[src/rtl/txh_pkg.sv]
package txh_pkg;
    localparam int CHAR_W = 8;
    localparam int CNT_W  = $clog2(CHAR_W);
    localparam int MIN_BITS = 5;

    typedef enum logic [1:0] {
        SER_IDLE  = 2'd0,
        SER_START = 2'd1,
        SER_DATA  = 2'd2,
        SER_STOP  = 2'd3
    } ser_state_e;

    typedef struct packed {
        logic [CHAR_W-1:0] hold;
        logic              buf_empty;
        logic              sh_empty;
        logic              keep_rts;
        logic              brk_req;
        logic              rts;
        logic              brk;
        logic              cts_prev;
    } ctrl_s;

    typedef struct packed {
        ser_state_e        state;
        logic [CHAR_W-1:0] sreg;
        logic [CNT_W-1:0]  cnt;
        logic [CNT_W-1:0]  last;
    } ser_s;
endpackage

[src/rtl/txh_ser.sv]
module txh_ser
    import txh_pkg::*;
(
    input  logic              clk,
    input  logic              rst_n,
    input  logic              tick,
    input  logic              start_i,
    input  logic [CHAR_W-1:0] data_i,
    input  logic [1:0]        len_i,
    output logic              line_o,
    output logic              done_o
);
    localparam ser_s SER_RST = '{state: SER_IDLE, sreg: '0, cnt: '0, last: '0};

    ser_s ser_d, ser_q;

    always_comb begin
        ser_d  = ser_q;
        done_o = 1'b0;
        unique case (ser_q.state)
            SER_START: if (tick) begin
                ser_d.state = SER_DATA;
                ser_d.cnt   = '0;
            end
            SER_DATA: if (tick) begin
                ser_d.sreg = ser_q.sreg >> 1;
                if (ser_q.cnt == ser_q.last) ser_d.state = SER_STOP;
                else ser_d.cnt = ser_q.cnt + 1'b1;
            end
            SER_STOP: if (tick) begin
                done_o      = 1'b1;
                ser_d.state = SER_IDLE;
            end
            default: ;
        endcase
        if (start_i) begin
            ser_d.state = SER_START;
            ser_d.sreg  = data_i;
            ser_d.last  = CNT_W'(MIN_BITS - 1) + CNT_W'(len_i);
        end
    end

    always_comb begin
        unique case (ser_q.state)
            SER_START: line_o = 1'b0;
            SER_DATA:  line_o = ser_q.sreg[0];
            default:   line_o = 1'b1;
        endcase
    end

    always_ff @(posedge clk) begin
        if (!rst_n) ser_q <= SER_RST;
        else        ser_q <= ser_d;
    end


    start_idle_chk: assert property (@(posedge clk) disable iff (!rst_n)
        start_i |-> (ser_q.state == SER_IDLE || done_o));
endmodule

[src/rtl/txh_ctrl.sv]
module txh_ctrl
    import txh_pkg::*;
(
    input  logic              clk,
    input  logic              rst_n,
    input  logic              buf_wr_i,
    input  logic [CHAR_W-1:0] buf_data_i,
    input  logic              rtson_wr_i,
    input  logic              rtson_val_i,
    input  logic              brkon_wr_i,
    input  logic              brkon_val_i,
    input  logic              cts_i,
    input  logic              done_i,
    output logic              start_o,
    output logic [CHAR_W-1:0] start_data_o,
    output logic              rts_o,
    output logic              brk_o,
    output logic              buf_empty_o,
    output logic              sh_empty_o
);
    localparam ctrl_s CTRL_RST = '{hold: '0, buf_empty: 1'b1, sh_empty: 1'b1,
                                   keep_rts: 1'b0, brk_req: 1'b0, rts: 1'b0,
                                   brk: 1'b0, cts_prev: 1'b0};

    ctrl_s ctl_d, ctl_q;

    function automatic ctrl_s launch(input ctrl_s s);
        ctrl_s r = s;
        r.sh_empty  = 1'b0;
        r.buf_empty = 1'b1;
        return r;
    endfunction

    always_comb begin
        ctl_d        = ctl_q;
        ctl_d.cts_prev = cts_i;
        start_o      = 1'b0;
        start_data_o = ctl_q.hold;

        // end of a frame
        if (done_i) begin
            ctl_d.sh_empty = 1'b1;
            if (!ctl_d.buf_empty && cts_i) begin
                start_data_o = ctl_d.hold; ctl_d = launch(ctl_d); start_o = 1'b1;
            end else if (ctl_d.brk_req && cts_i) begin
                ctl_d.brk = 1'b1;
            end else if (!ctl_d.keep_rts && (!cts_i || (ctl_d.buf_empty && !ctl_d.brk))) begin
                ctl_d.rts = 1'b0;
            end
        end

        // buffer load
        if (buf_wr_i) begin
            ctl_d.hold      = buf_data_i;
            ctl_d.buf_empty = 1'b0;
            if (ctl_d.sh_empty && ctl_d.rts && cts_i && !ctl_d.brk) begin
                start_data_o = ctl_d.hold; ctl_d = launch(ctl_d); start_o = 1'b1;
            end
        end

        // keep-rts bit
        if (rtson_wr_i) begin
            ctl_d.keep_rts = rtson_val_i;
            if (rtson_val_i || (ctl_d.buf_empty && ctl_d.sh_empty && !ctl_d.brk)) begin
                ctl_d.rts = rtson_val_i;
                if (rtson_val_i && cts_i) begin
                    if (ctl_d.sh_empty && !ctl_d.buf_empty && !ctl_d.brk) begin
                        start_data_o = ctl_d.hold; ctl_d = launch(ctl_d); start_o = 1'b1;
                    end else if (ctl_d.brk_req && ctl_d.sh_empty && ctl_d.buf_empty) begin
                        ctl_d.brk = 1'b1;
                    end
                end
            end
        end

        // break request bit
        if (brkon_wr_i) begin
            ctl_d.brk_req = brkon_val_i;
            if (ctl_d.brk && !brkon_val_i) begin
                ctl_d.brk = 1'b0;
                if (!ctl_d.buf_empty && ctl_d.sh_empty && cts_i) begin
                    start_data_o = ctl_d.hold; ctl_d = launch(ctl_d); start_o = 1'b1;
                end else if (!ctl_d.keep_rts) begin
                    ctl_d.rts = 1'b0;
                end
            end else if (ctl_d.buf_empty && ctl_d.sh_empty && ctl_d.rts && cts_i) begin
                ctl_d.brk = brkon_val_i;
            end
        end

        // clear-to-send becoming active
        if (cts_i && !ctl_q.cts_prev && ctl_d.rts && ctl_d.sh_empty) begin
            if (!ctl_d.buf_empty && !ctl_d.brk) begin
                start_data_o = ctl_d.hold; ctl_d = launch(ctl_d); start_o = 1'b1;
            end else if (ctl_d.brk_req && ctl_d.buf_empty) begin
                ctl_d.brk = 1'b1;
            end
        end
    end

    always_ff @(posedge clk) begin
        if (!rst_n) ctl_q <= CTRL_RST;
        else        ctl_q <= ctl_d;
    end

    assign rts_o       = ctl_q.rts;
    assign brk_o       = ctl_q.brk;
    assign buf_empty_o = ctl_q.buf_empty;
    assign sh_empty_o  = ctl_q.sh_empty;


    rts_raise_chk: assert property (@(posedge clk) disable iff (!rst_n)
        (rtson_wr_i && rtson_val_i) |=> ctl_q.rts);

    rts_drop_chk: assert property (@(posedge clk) disable iff (!rst_n)
        $fell(ctl_q.rts) |-> !ctl_q.keep_rts);

    brk_idle_chk: assert property (@(posedge clk) disable iff (!rst_n)
        $rose(ctl_q.brk) |-> (ctl_q.buf_empty && ctl_q.sh_empty));

    chain_next_chk: assert property (@(posedge clk) disable iff (!rst_n)
        (done_i && !ctl_q.buf_empty && cts_i) |=> !ctl_q.sh_empty);

    load_full_chk: assert property (@(posedge clk) disable iff (!rst_n)
        buf_wr_i |=> !(ctl_q.buf_empty && ctl_q.sh_empty));
endmodule

[src/rtl/txh_top.sv]
module txh_top
    import txh_pkg::*;
(
    input  logic              clk,
    input  logic              rst_n,
    input  logic              tick,
    input  logic              buf_wr,
    input  logic [CHAR_W-1:0] buf_data,
    input  logic              rtson_wr,
    input  logic              rtson_val,
    input  logic              brkon_wr,
    input  logic              brkon_val,
    input  logic [1:0]        len_code,
    input  logic              cts,
    output logic              txd,
    output logic              rts,
    output logic              brk,
    output logic              buf_empty,
    output logic              shift_empty
);
    logic              start;
    logic              done;
    logic              ser_line;
    logic [CHAR_W-1:0] start_data;

    txh_ctrl u_ctrl (
        .clk         (clk),
        .rst_n       (rst_n),
        .buf_wr_i    (buf_wr),
        .buf_data_i  (buf_data),
        .rtson_wr_i  (rtson_wr),
        .rtson_val_i (rtson_val),
        .brkon_wr_i  (brkon_wr),
        .brkon_val_i (brkon_val),
        .cts_i       (cts),
        .done_i      (done),
        .start_o     (start),
        .start_data_o(start_data),
        .rts_o       (rts),
        .brk_o       (brk),
        .buf_empty_o (buf_empty),
        .sh_empty_o  (shift_empty)
    );

    txh_ser u_ser (
        .clk    (clk),
        .rst_n  (rst_n),
        .tick   (tick),
        .start_i(start),
        .data_i (start_data),
        .len_i  (len_code),
        .line_o (ser_line),
        .done_o (done)
    );

    assign txd = brk ? 1'b0 : ser_line;


    idle_line_chk: assert property (@(posedge clk) disable iff (!rst_n)
        (!brk && shift_empty) |-> txd);
endmodule

[config.mk]
export PLATFORM = sky130hd
export DESIGN_NAME = txh_top
export DESIGN_NICKNAME = d
export VERILOG_FILES = /design/src/rtl/txh_pkg.sv /design/src/rtl/txh_ser.sv /design/src/rtl/txh_ctrl.sv /design/src/rtl/txh_top.sv
export SDC_FILE = /design/constraint.sdc
export NUM_CORES = 1
export LEC_CHECK = 0
export BUFFER_PORTS_ARGS = -buffer_cell sky130_fd_sc_hd__buf_2
export CORE_MARGIN = 10
export CORE_UTILIZATION = 50
export CTS_CLUSTER_DIAMETER = 150
export DETAILED_ROUTE_END_ITERATION = 16
export PLACE_DENSITY = 0.71
export SETUP_SLACK_MARGIN = 0.05
export SLEW_MARGIN = 20
export SYNTH_ARGS = -nofsm -noshare
export SYNTH_HDL_FRONTEND = slang
export SYNTH_HIERARCHICAL = 1
export SYNTH_SLANG_ARGS = --single-unit
export TNS_END_PERCENT = 30
[constraint.sdc]
create_clock -name clk -period 2.52 [get_ports clk]
set_clock_uncertainty 0.05 [all_clocks]
set_input_delay 0.126 -clock clk [delete_from_list [all_inputs] [get_ports clk]]
set_output_delay 0.126 -clock clk [all_outputs]
set_load 0.01 [all_outputs]
## Yosys cells after proc, flatten, opt, wreduce, memory -nomap -nowiden

Index checks and enable logic that the tools add are counted.

- Register bits: 31
- Bits of input ports: 19
- Output and inout port bits: 5
- Word-level logic and storage cells: 141

- Add/subtract/negate cells: 2
- Eq/ne operators: 13
- Muxes and demuxes: 63
- Bitwise gates (word level): 1
- Reduce and logical (&&, ||, !) cells: 49

Operator list:

| kind | count |
|---|---|
| 8-bit 2-to-1 mux | 12 |
| 7-bit 2-to-1 mux | 7 |
| 1-bit 2-to-1 mux | 27 |
| 1-bit logical AND | 25 |
| 15-bit 2-to-1 mux | 1 |
| 5-bit 2-to-1 mux | 3 |
| 13-bit 2-to-1 mux | 1 |
| 1-bit zero test | 12 |
| 5-bit AND reduction | 2 |
| 9-bit 2-to-1 mux | 1 |
| 3-bit inequality test (second input constant) | 3 |
| 2-bit 2-to-1 mux | 4 |
| 4-bit 2-to-1 mux | 2 |
| 2-bit inequality test (second input constant) | 4 |
| 3-bit 2-to-1 mux | 2 |
| 2-bit one-hot mux with 3 select lines | 1 |
| 3-bit one-hot mux with 2 select lines | 1 |
| 2-bit nonzero test | 3 |
| 2-bit equality test (second input constant) | 2 |
| 4-bit AND reduction | 1 |
| 4-bit nonzero test | 1 |
| 3-bit by 1-bit adder with 3-bit output (second input constant) | 1 |
| 3-bit by 2-bit adder with 3-bit output (first input constant) | 1 |
| 3-bit equality test | 1 |
| 9 further kinds | 10 |

## Depth between registers and ports, before layout

Gate-level depths: netlist (run 1).

- Word-level depth: 32
- Gate-level depth with buffers: 13
- Depth with buffers taken out: 9

## Modules after synthesis

The synthesis (run 1) kept the hierarchy.

By module, submodules not included:

| module | times used | cells an instance | area each (um^2) | sequential area each (um^2) |
|---|---|---|---|---|
| txh_ctrl | 1 | 105 | 997.2 | 300.3 |
| txh_ser | 1 | 87 | 837.1 | 320.3 |
| txh_top | 1 | 1 | 13.8 | 0.0 |

## Worst setup path before layout (run 1)

No wires, ideal clock.

- Path kind: flip-flop to flip-flop
- Start point: reg u_ser/ser_q[15] in the netlist's numbering
- End point: reg u_ser/ser_q[10] in the netlist's numbering
- Library setup time: 0.121 ns
- Arrival: 2.553 ns
- Data required time: 2.349 ns
- Setup slack: -0.204 ns
- Stages on the path, launching flop included: 14
- Path buffers: 4
- Period minus slack after synthesis: 2.724 ns
- Cell sequence: dfxtp_1 -> buf_2 -> and3_1 -> buf_4 -> or3b_4 -> o311ai_4 -> o31ai_2 -> a211o_1 -> o311ai_1 -> buf_2 -> inv_1 -> buf_2 -> o21ai_0 -> a21oi_1

- Cells in the longest elaborated chain, start to end: 27
- Elaborated cells on any way between the ends: 71
- Classes of those cells: eq/ne: 2; mux: 41; reduce/logical: 28

RTL lines:

| item | RTL line | source |
|---|---|---|
| start: declaration | txh_ser.sv:15 | `ser_s ser_d, ser_q;` |
| start signal: assignment | txh_ser.sv:53 | `else ser_q <= ser_d;` |
| 2-bit equality test (*) | txh_ser.sv:20 | `unique case (ser_q.state)` |
| 1-bit 2-to-1 mux (*) | txh_ser.sv:20 |  |
| net done | txh_top.sv:22 | `logic done;` |
| 7-bit 2-to-1 mux | txh_ctrl.sv:41 | `if (done_i) begin` |
| 1-bit logical AND (3 in a row) | txh_ctrl.sv:56 | `if (ctl_d.sh_empty && ctl_d.rts && cts_i && !ctl_d.brk) begin` |
| 7-bit 2-to-1 mux | txh_ctrl.sv:56 |  |
| 15-bit 2-to-1 mux | txh_ctrl.sv:53 | `if (buf_wr_i) begin` |
| 1-bit zero test | txh_ctrl.sv:67 | `if (ctl_d.sh_empty && !ctl_d.buf_empty && !ctl_d.brk) begin` |
| [... 11 more ...] | n/a |  |
| 7-bit 2-to-1 mux | txh_ctrl.sv:77 | `if (brkon_wr_i) begin` |
| 1-bit zero test | txh_ctrl.sv:93 | `if (!ctl_d.buf_empty && !ctl_d.brk) begin` |
| 1-bit logical AND | txh_ctrl.sv:93 |  |
| 1-bit 2-to-1 mux | txh_ctrl.sv:93 |  |
| 1-bit 2-to-1 mux (*) | txh_ctrl.sv:92 | `if (cts_i && !ctl_q.cts_prev && ctl_d.rts && ctl_d.sh_empty) begin` |
| net start | txh_top.sv:21 | `logic start;` |
| 2-bit nonzero test (no source line) | n/a |  |
| 2-bit AND reduction (no source line) | n/a |  |

Mark *: on every way through the listed nets, which the timed path passes. The rest lies on a longest branch.
A chain may end at the register's enable or synchronous reset.

## Worst setup path after layout (run 1)

- Start point: reg u_ser/ser_q[15] in the netlist's numbering
- End point: reg u_ser/ser_q[0] in the netlist's numbering

- Cells in the longest elaborated chain, start to end: 25
- Elaborated cells on any way between the ends: 55
- Classes of those cells: eq/ne: 1; mux: 29; reduce/logical: 25

RTL lines:

| item | RTL line | source |
|---|---|---|
| 2-bit equality test (*) | txh_ser.sv:20 |  |
| 1-bit 2-to-1 mux (*) | txh_ser.sv:20 |  |
| net done | txh_top.sv:22 |  |
| 7-bit 2-to-1 mux | txh_ctrl.sv:41 |  |
| 1-bit logical AND (3 in a row) | txh_ctrl.sv:56 |  |
| 7-bit 2-to-1 mux | txh_ctrl.sv:56 |  |
| 15-bit 2-to-1 mux | txh_ctrl.sv:53 |  |
| 1-bit zero test | txh_ctrl.sv:67 |  |
| [... 9 more ...] | n/a |  |
| 4-bit 2-to-1 mux / 1-bit 2-to-1 mux (equally long branches) | txh_ctrl.sv:81, txh_ctrl.sv:86 |  |
| 5-bit 2-to-1 mux / 1-bit 2-to-1 mux (equally long branches) | txh_ctrl.sv:79 | `if (ctl_d.brk && !brkon_val_i) begin` |
| 7-bit 2-to-1 mux | txh_ctrl.sv:77 |  |
| 1-bit zero test | txh_ctrl.sv:93 |  |
| 1-bit logical AND | txh_ctrl.sv:93 |  |
| 1-bit 2-to-1 mux | txh_ctrl.sv:93 |  |
| 1-bit 2-to-1 mux (*) | txh_ctrl.sv:92 |  |
| net start | txh_top.sv:21 |  |

Marked as above.

==> results of run 1 <==
tightest hold or removal path, delay by kind of cell:
kind	cells	cell delay, ns
buffers and inverters	1	0.08
and+or+nand+nor	1	0.10
muxes	1	0.06
state kept, by name (all words and copies together), names as in the netlist:
| signal | cells |
|---|---|
| u_ctrl/brk_o | 1 |
| u_ctrl/buf_empty_o | 1 |
| u_ctrl/ctl_q | 11 |
| u_ctrl/rts_o | 1 |
| u_ctrl/sh_empty_o | 1 |
| u_ser/ser_q | 16 |
power groups by stage:
stage / sequential, mW / clock, mW / combinational (mW)
final: 0.554 / 0.370 / 0.249
after detailed placement: 0.564 / 0 / 0.230
after floorplan: 0.559 / 0 / 0.166
after global routing: 0.559 / 0.404 / 0.273
after CTS: 0.554 / 0.378 / 0.245
after global placement: 0.561 / 0 / 0.225
layout make-up:
cell class | instances | area, um2
fillers | 318 | 1430
well taps | 48 | 60.1
clock buffers | 7 | 76.3
inverters | 7 | 28.8
clock inverters | 1 | 5.00
multi-input cells | 145 | 1170
flip-flops and latches | 31 | 624
repair buffers | 36 | 213
layer usage:
layer | up-vias | track usage
li1 | 775 | -
met1 | 719 | 0.156
met2 | 43 | 0.239
met3 | 11 | 0.0408
met4 | 0 | 0.0692
met5 | - | 0
synth_stat cells (2+ instances only):
master / number / area (um2)
nand4_1: 2 / 12.5
and2_1: 2 / 12.5
mux2_1: 8 / 90.1
a21o_1: 2 / 15.0
o311ai_1: 2 / 17.5
a21oi_1: 13 / 65.1
mux2i_1: 20 / 200
nand4b_1: 2 / 17.5
clkbuf_1: 2 / 7.51
buf_2: 6 / 30.0
nand3_1: 4 / 20.0
o31a_1: 2 / 17.5
nand3b_1: 5 / 37.5
and3_1: 3 / 18.8
inv_1: 7 / 26.3
a211o_1: 3 / 26.3
dfxtp_1: 31 / 621
o21ai_0: 12 / 60.1
xnor2_2: 2 / 32.5
buf_6: 2 / 22.5
nor2b_1: 12 / 75.1
nand2_1: 13 / 48.8
nor2_1: 6 / 22.5
worst max path at each step:
stage                          startpoint               to  slack [ns]  depth (start not counted)
after floorplan           u_ser/ser_q[15]  u_ser/ser_q[10]       -0.02                         13
after global placement    u_ser/ser_q[14]  u_ser/ser_q[12]        0.02                         10
after detailed placement  u_ser/ser_q[14]  u_ser/ser_q[12]       -0.07                         10
after CTS                 u_ser/ser_q[15]   u_ser/ser_q[0]       0.005                         10
after global routing      u_ser/ser_q[15]   u_ser/ser_q[0]       -0.11                         10
final                     u_ser/ser_q[15]   u_ser/ser_q[0]       0.002                         10
per-stage QoR:
step | hold slack, ns | instance area (um2)
floorplan | 0.202 | 1880
CTS | 0.0668 | 2160
finish | 0.0644 | 2180
global placement | 0.347 | 2030
detailed placement | 0.355 | 2030
global route | 0.0817 | 2180
kinds of logic after synthesis:
family,after synthesis
XOR/XNOR,4
adder cells (fa/ha/maj),1
AND/OR/NAND/NOR,59
flip-flops,31
multiplexers,29
buffers and inverters,18
AO/OA/AOI/OAI,51
what timing repair did:
| action | in CTS | in global routing |
|---|---|---|
| resized for setup | 6 | 6 |
| hold buffers | 0 | 0 |
| setup endpoints to repair | 11 | 12 |
| setup buffers | 4 | 1 |
| pin swaps | 3 | 2 |
| gates cloned | 1 | 0 |
==> results.cfg, run 1 <==
[status]
status = completed

[clocking]
cts-root-buf = clkbuf_8
insertion_delay_ns = 0.28
cts_sinks = 31
cts_buffer_depth = 2
cts_buffers = 5
cts_tree = yes
htree_levels = 2
clk_pin_slew_ns = 0.07

[worst_setup_path]
path_cells = and3_4 -> or3b_4 -> o311ai_4 -> o31ai_2 -> a211o_1 -> o311ai_2 -> buf_4 -> buf_4 -> mux2i_1 -> nor2b_1
cp_slowest_cell = or3b_4
critical_path.top_delay_family = compound AO/OA/AOI/OAI gates
cp_max_fo = 6
crit_top_cell = buf_4
reg2reg_from = u_ser/ser_q[15]
crit_type = register to register
required_ns = 2.64
r2r_end = u_ser/ser_q[0]
r2r_slack_ns = 0.002
start_kind = register
slowest_delay_ns = 0.39
worst-path-buf-inv = 2
crit_path_end_kind = register
ff2ff_path_depth = 10
arrival_ns = 2.64

[route]
viasPerCell = 5.63
ant_nets = 0
drt_iter0_markers = 144
finalWirelength_um = 4420
wl_met3_um = 211
drc_errors = 0
wl_per_cell_um = 16.1
met1_length_um = 1850
dr.pass1.iters = 4
vias = 1548
routed-wl-met2_um = 2260
highest_layer = met4

[worst_hold_path]
hold_start = len_code[0]
holdPathEnd = u_ser/ser_q[0]
hold-path-cell-count = 3
worstHoldPathType = input pin to register

[pwr]
p_clk_frac = 0.316
p_int_mw = 0.835
leakagePower_nw = 0.949
irDropWorstVdd_mv = 0.400
p_sw_mw = 0.339
switching_share = 0.288
total_power_mw = 1.17
p_per_area_nw_per_um2 = 539
comb_power_share = 0.212
seqPwrFrac = 0.472

[sta]
final_hold_viol_count = 0
fin_tns_setup_ns = 0
fmax_mhz = 397
final-setup-viol-count = 0
tightest_slew_ns = 0.530
rsz0062_at_grt = true
fin_ws_ns = 0.00207
min_period_ns = 2.52
fin_crit_sh = 0.999
maxSlewViolCount = 0
slew_headroom = 0.646

[global_route]
grt.total_usage = 0.140
grt_pass1_vias = 1560
grt_max_degree = 37
grt_overflow = 0
grt_pass1_wl_um = 7220
antenna_found_initial = 0

[synth]
ys_types = 55
synth_compound_area_frac = 0.217
synth_nets = 213
synthArstFlopShare = 0
ys_ff_latch = 31
synth-xor-area-share = 0.0271
synth_area_per_cell_um2 = 9.58
synth-simple-area-share = 0.199
syn_inst = 193
synth_mux_area_frac = 0.163
ys_seq_area_frac = 0.336
synth_top_family_by_area = compound AO/OA/AOI/OAI gates
synth-edff-count = 0
syn_area_um2 = 1850
synth_warnings = 6
synthFlopType = dfxtp_1
synth_fa_ha_area_frac = 0.00677

[floorplanning]
start_util = 0.512
core_area_um2 = 3610
ioPinCount = 24
die_y_um = 80.8
die_x_um = 80.8
die_area_um2 = 6530
num_rows = 22

[cells_and_area]
final_layout_size_suffix_gt1_frac = 0.295
final_core_utilization = 0.604
final_nets = 246
stdcell_count = 275
antenna_cells = 0
final_cell_mix = 28 x dfxtp_1, 23 x buf_2, 20 x mux2i_1
areaGrowthSynthToFinish_pct = 17.8
layout.cells.most_common = dfxtp_1

[run]
maxCapViolations = 0

[place]
dp.final_hpwl_um = 3260
place_inst = 261
port_buffers = 23
gp_congestion = 0.892
place_ws_ns = -0.0730
Note: power is estimated with default switching activity, not from simulation.
==> run 2: changes to the inputs <==
==> constraint.sdc (replaced) <==
create_clock -name clk -period 2.52 [get_ports clk]
set_clock_uncertainty 0.05 [all_clocks]
set_input_delay 0.378 -clock clk [delete_from_list [all_inputs] [get_ports clk]]
set_output_delay 0.378 -clock clk [all_outputs]
set_load 0.01 [all_outputs]
==> results.cfg, run 2 (synthesis results as in run 1) <==
[route]
wl_per_cell_um = 15.1
viasPerCell = 5.41
drt_iter0_markers = 110
vias = 1525
dr.pass1.iters = 4
ant_nets = 0
finalWirelength_um = 4250
drc_errors = 0

[pwr]
p_per_area_nw_per_um2 = 555
p_sw_mw = 0.350
irDropWorstVdd_mv = 0.344
p_int_mw = 0.904
switching_share = 0.279
comb_power_share = 0.210
seqPwrFrac = 0.441
p_clk_frac = 0.349
leakagePower_nw = 0.992

[place]
place_ws_ns = -0.112
dp.final_hpwl_um = 3240
gp_congestion = 0.890
port_buffers = 23
place_area_um2 = 2110

[worst_hold_path]
hold_start = len_code[0]
worstHoldPathType = input pin to register

[global_route]
grt_pass1_wl_um = 6880
grt.total_usage = 0.133
antenna_found_initial = 0
met1_usage = 0.149
grt_pass1_vias = 1519
grt_max_degree = 37
grt.busiest_layer = met2
gr-usage-met3 = 0.0430
grt_overflow = 0
grtUsageMet2 = 0.229

[sta]
final_hold_viol_count = 0
slew_headroom = 0.645
maxSlewViolCount = 0
fin_crit_sh = 0.985
fmax_mhz = 403
fin_ws_ns = 0.0375
tightest_slew_ns = 0.532
min_period_ns = 2.48
rsz0062_at_grt = true
final-setup-viol-count = 0

[clocking]
cts_buffer_depth = 2
cts_tree = yes
cts_buffers = 5
insertion_delay_ns = 0.28
clk_pin_slew_ns = 0.07
cts_sinks = 31
htree_levels = 2
cts-root-buf = clkbuf_8

[cells_and_area]
areaGrowthSynthToFinish_pct = 22.3
final_layout_size_suffix_gt1_frac = 0.329
top_regs = u_ser/ser_q: 16 flops, u_ctrl/ctl_q: 11 flops
layout.cells.most_common = dfxtp_1
regMostFlops = u_ser/ser_q
final_cell_mix = 28 x dfxtp_1, 23 x buf_2, 20 x buf_4
largest_reg_flops = 16
antenna_cells = 0
final_core_utilization = 0.627
fin_area_um2 = 2260
fillerInstances = 323
final_nets = 253

[floorplanning]
die_area_um2 = 6530
num_rows = 22
start_util = 0.512
core_area_um2 = 3610
die_x_um = 80.8
die_y_um = 80.8
ioPinCount = 24

[worst_setup_path]
reg2reg_from = u_ser/ser_q[14]
crit_path_end_kind = register
crit_type = register to register
start_kind = register
arrival_ns = 2.61
cp_max_fo = 7
cp-startpoint = u_ser/ser_q[14]
required_ns = 2.65

[status]
status = completed

[run]
maxCapViolations = 0
run 2: worst max-delay path, cell delays in order (launching register included):
cell      delay (ns)
dfxtp_2         0.33
and3_4          0.22
or3b_4          0.40
o311ai_4        0.13
o32ai_2         0.13
a211o_1         0.31
o311ai_2        0.25
buf_4           0.22
buf_6           0.11
mux2i_1         0.16
nor2b_1         0.06
run 2: power groups by stage:
stage	combinational (mW)	clock, mW	sequential [mW]
2_1_floorplan	0.166	0	0.559
3_3_place_gp	0.238	0	0.561
3_5_place_dp	0.245	0	0.564
4_1_cts	0.250	0.453	0.553
5_1_grt	0.290	0.472	0.558
6_report	0.264	0.438	0.553
run 2: routing by layer:
| metal | vias to the layer above | share of wire |
|---|---|---|
| li1 | 786 | - |
| met1 | 703 | 0.44 |
| met2 | 30 | 0.50 |
| met3 | 6 | 0.052 |
| met4 | 0 | 0.013 |
| met5 | - | 0 |
run 2: final cells by class:
type                            count  area [um2]  area share
Sequential cell                    31         624       0.276
Multi-Input combinational cell    144        1160       0.515
Clock inverter                      1        7.51     0.00332
Tap cell                           48        60.1      0.0266
Inverter                            7        31.3      0.0138
Timing Repair Buffer               44         277       0.122
Clock buffer                        7        96.3      0.0426
run 2: worst paths after layout:
check | to | slack, ns | cells after the start
max | u_ser/ser_q[0] | 0.04 | 10
min | u_ser/ser_q[0] | 0.31 | 3
max reg2reg | u_ser/ser_q[0] | 0.04 | 10
min reg2reg | u_ser/ser_q[13] | 0.42 | 2
run 2: stage by stage:
stage               instances  hold slack, ns  setup TNS (ns)  total power [mW]
floorplan                 193           0.404         -0.0338             0.725
global placement          271           0.424          -0.473             0.799
detailed placement        271           0.427          -0.759             0.809
CTS                       280           0.302               0              1.26
global route              282           0.301          -0.456              1.32
finish                    282           0.312               0              1.25
run 2: what timing repair did:
action                     CTS  global route
setup endpoints to repair    1            10
hold buffers                 0             0
pin swaps                    1             5
buffers inserted             1             2
gates cloned                 0             0
resized for setup            0            15
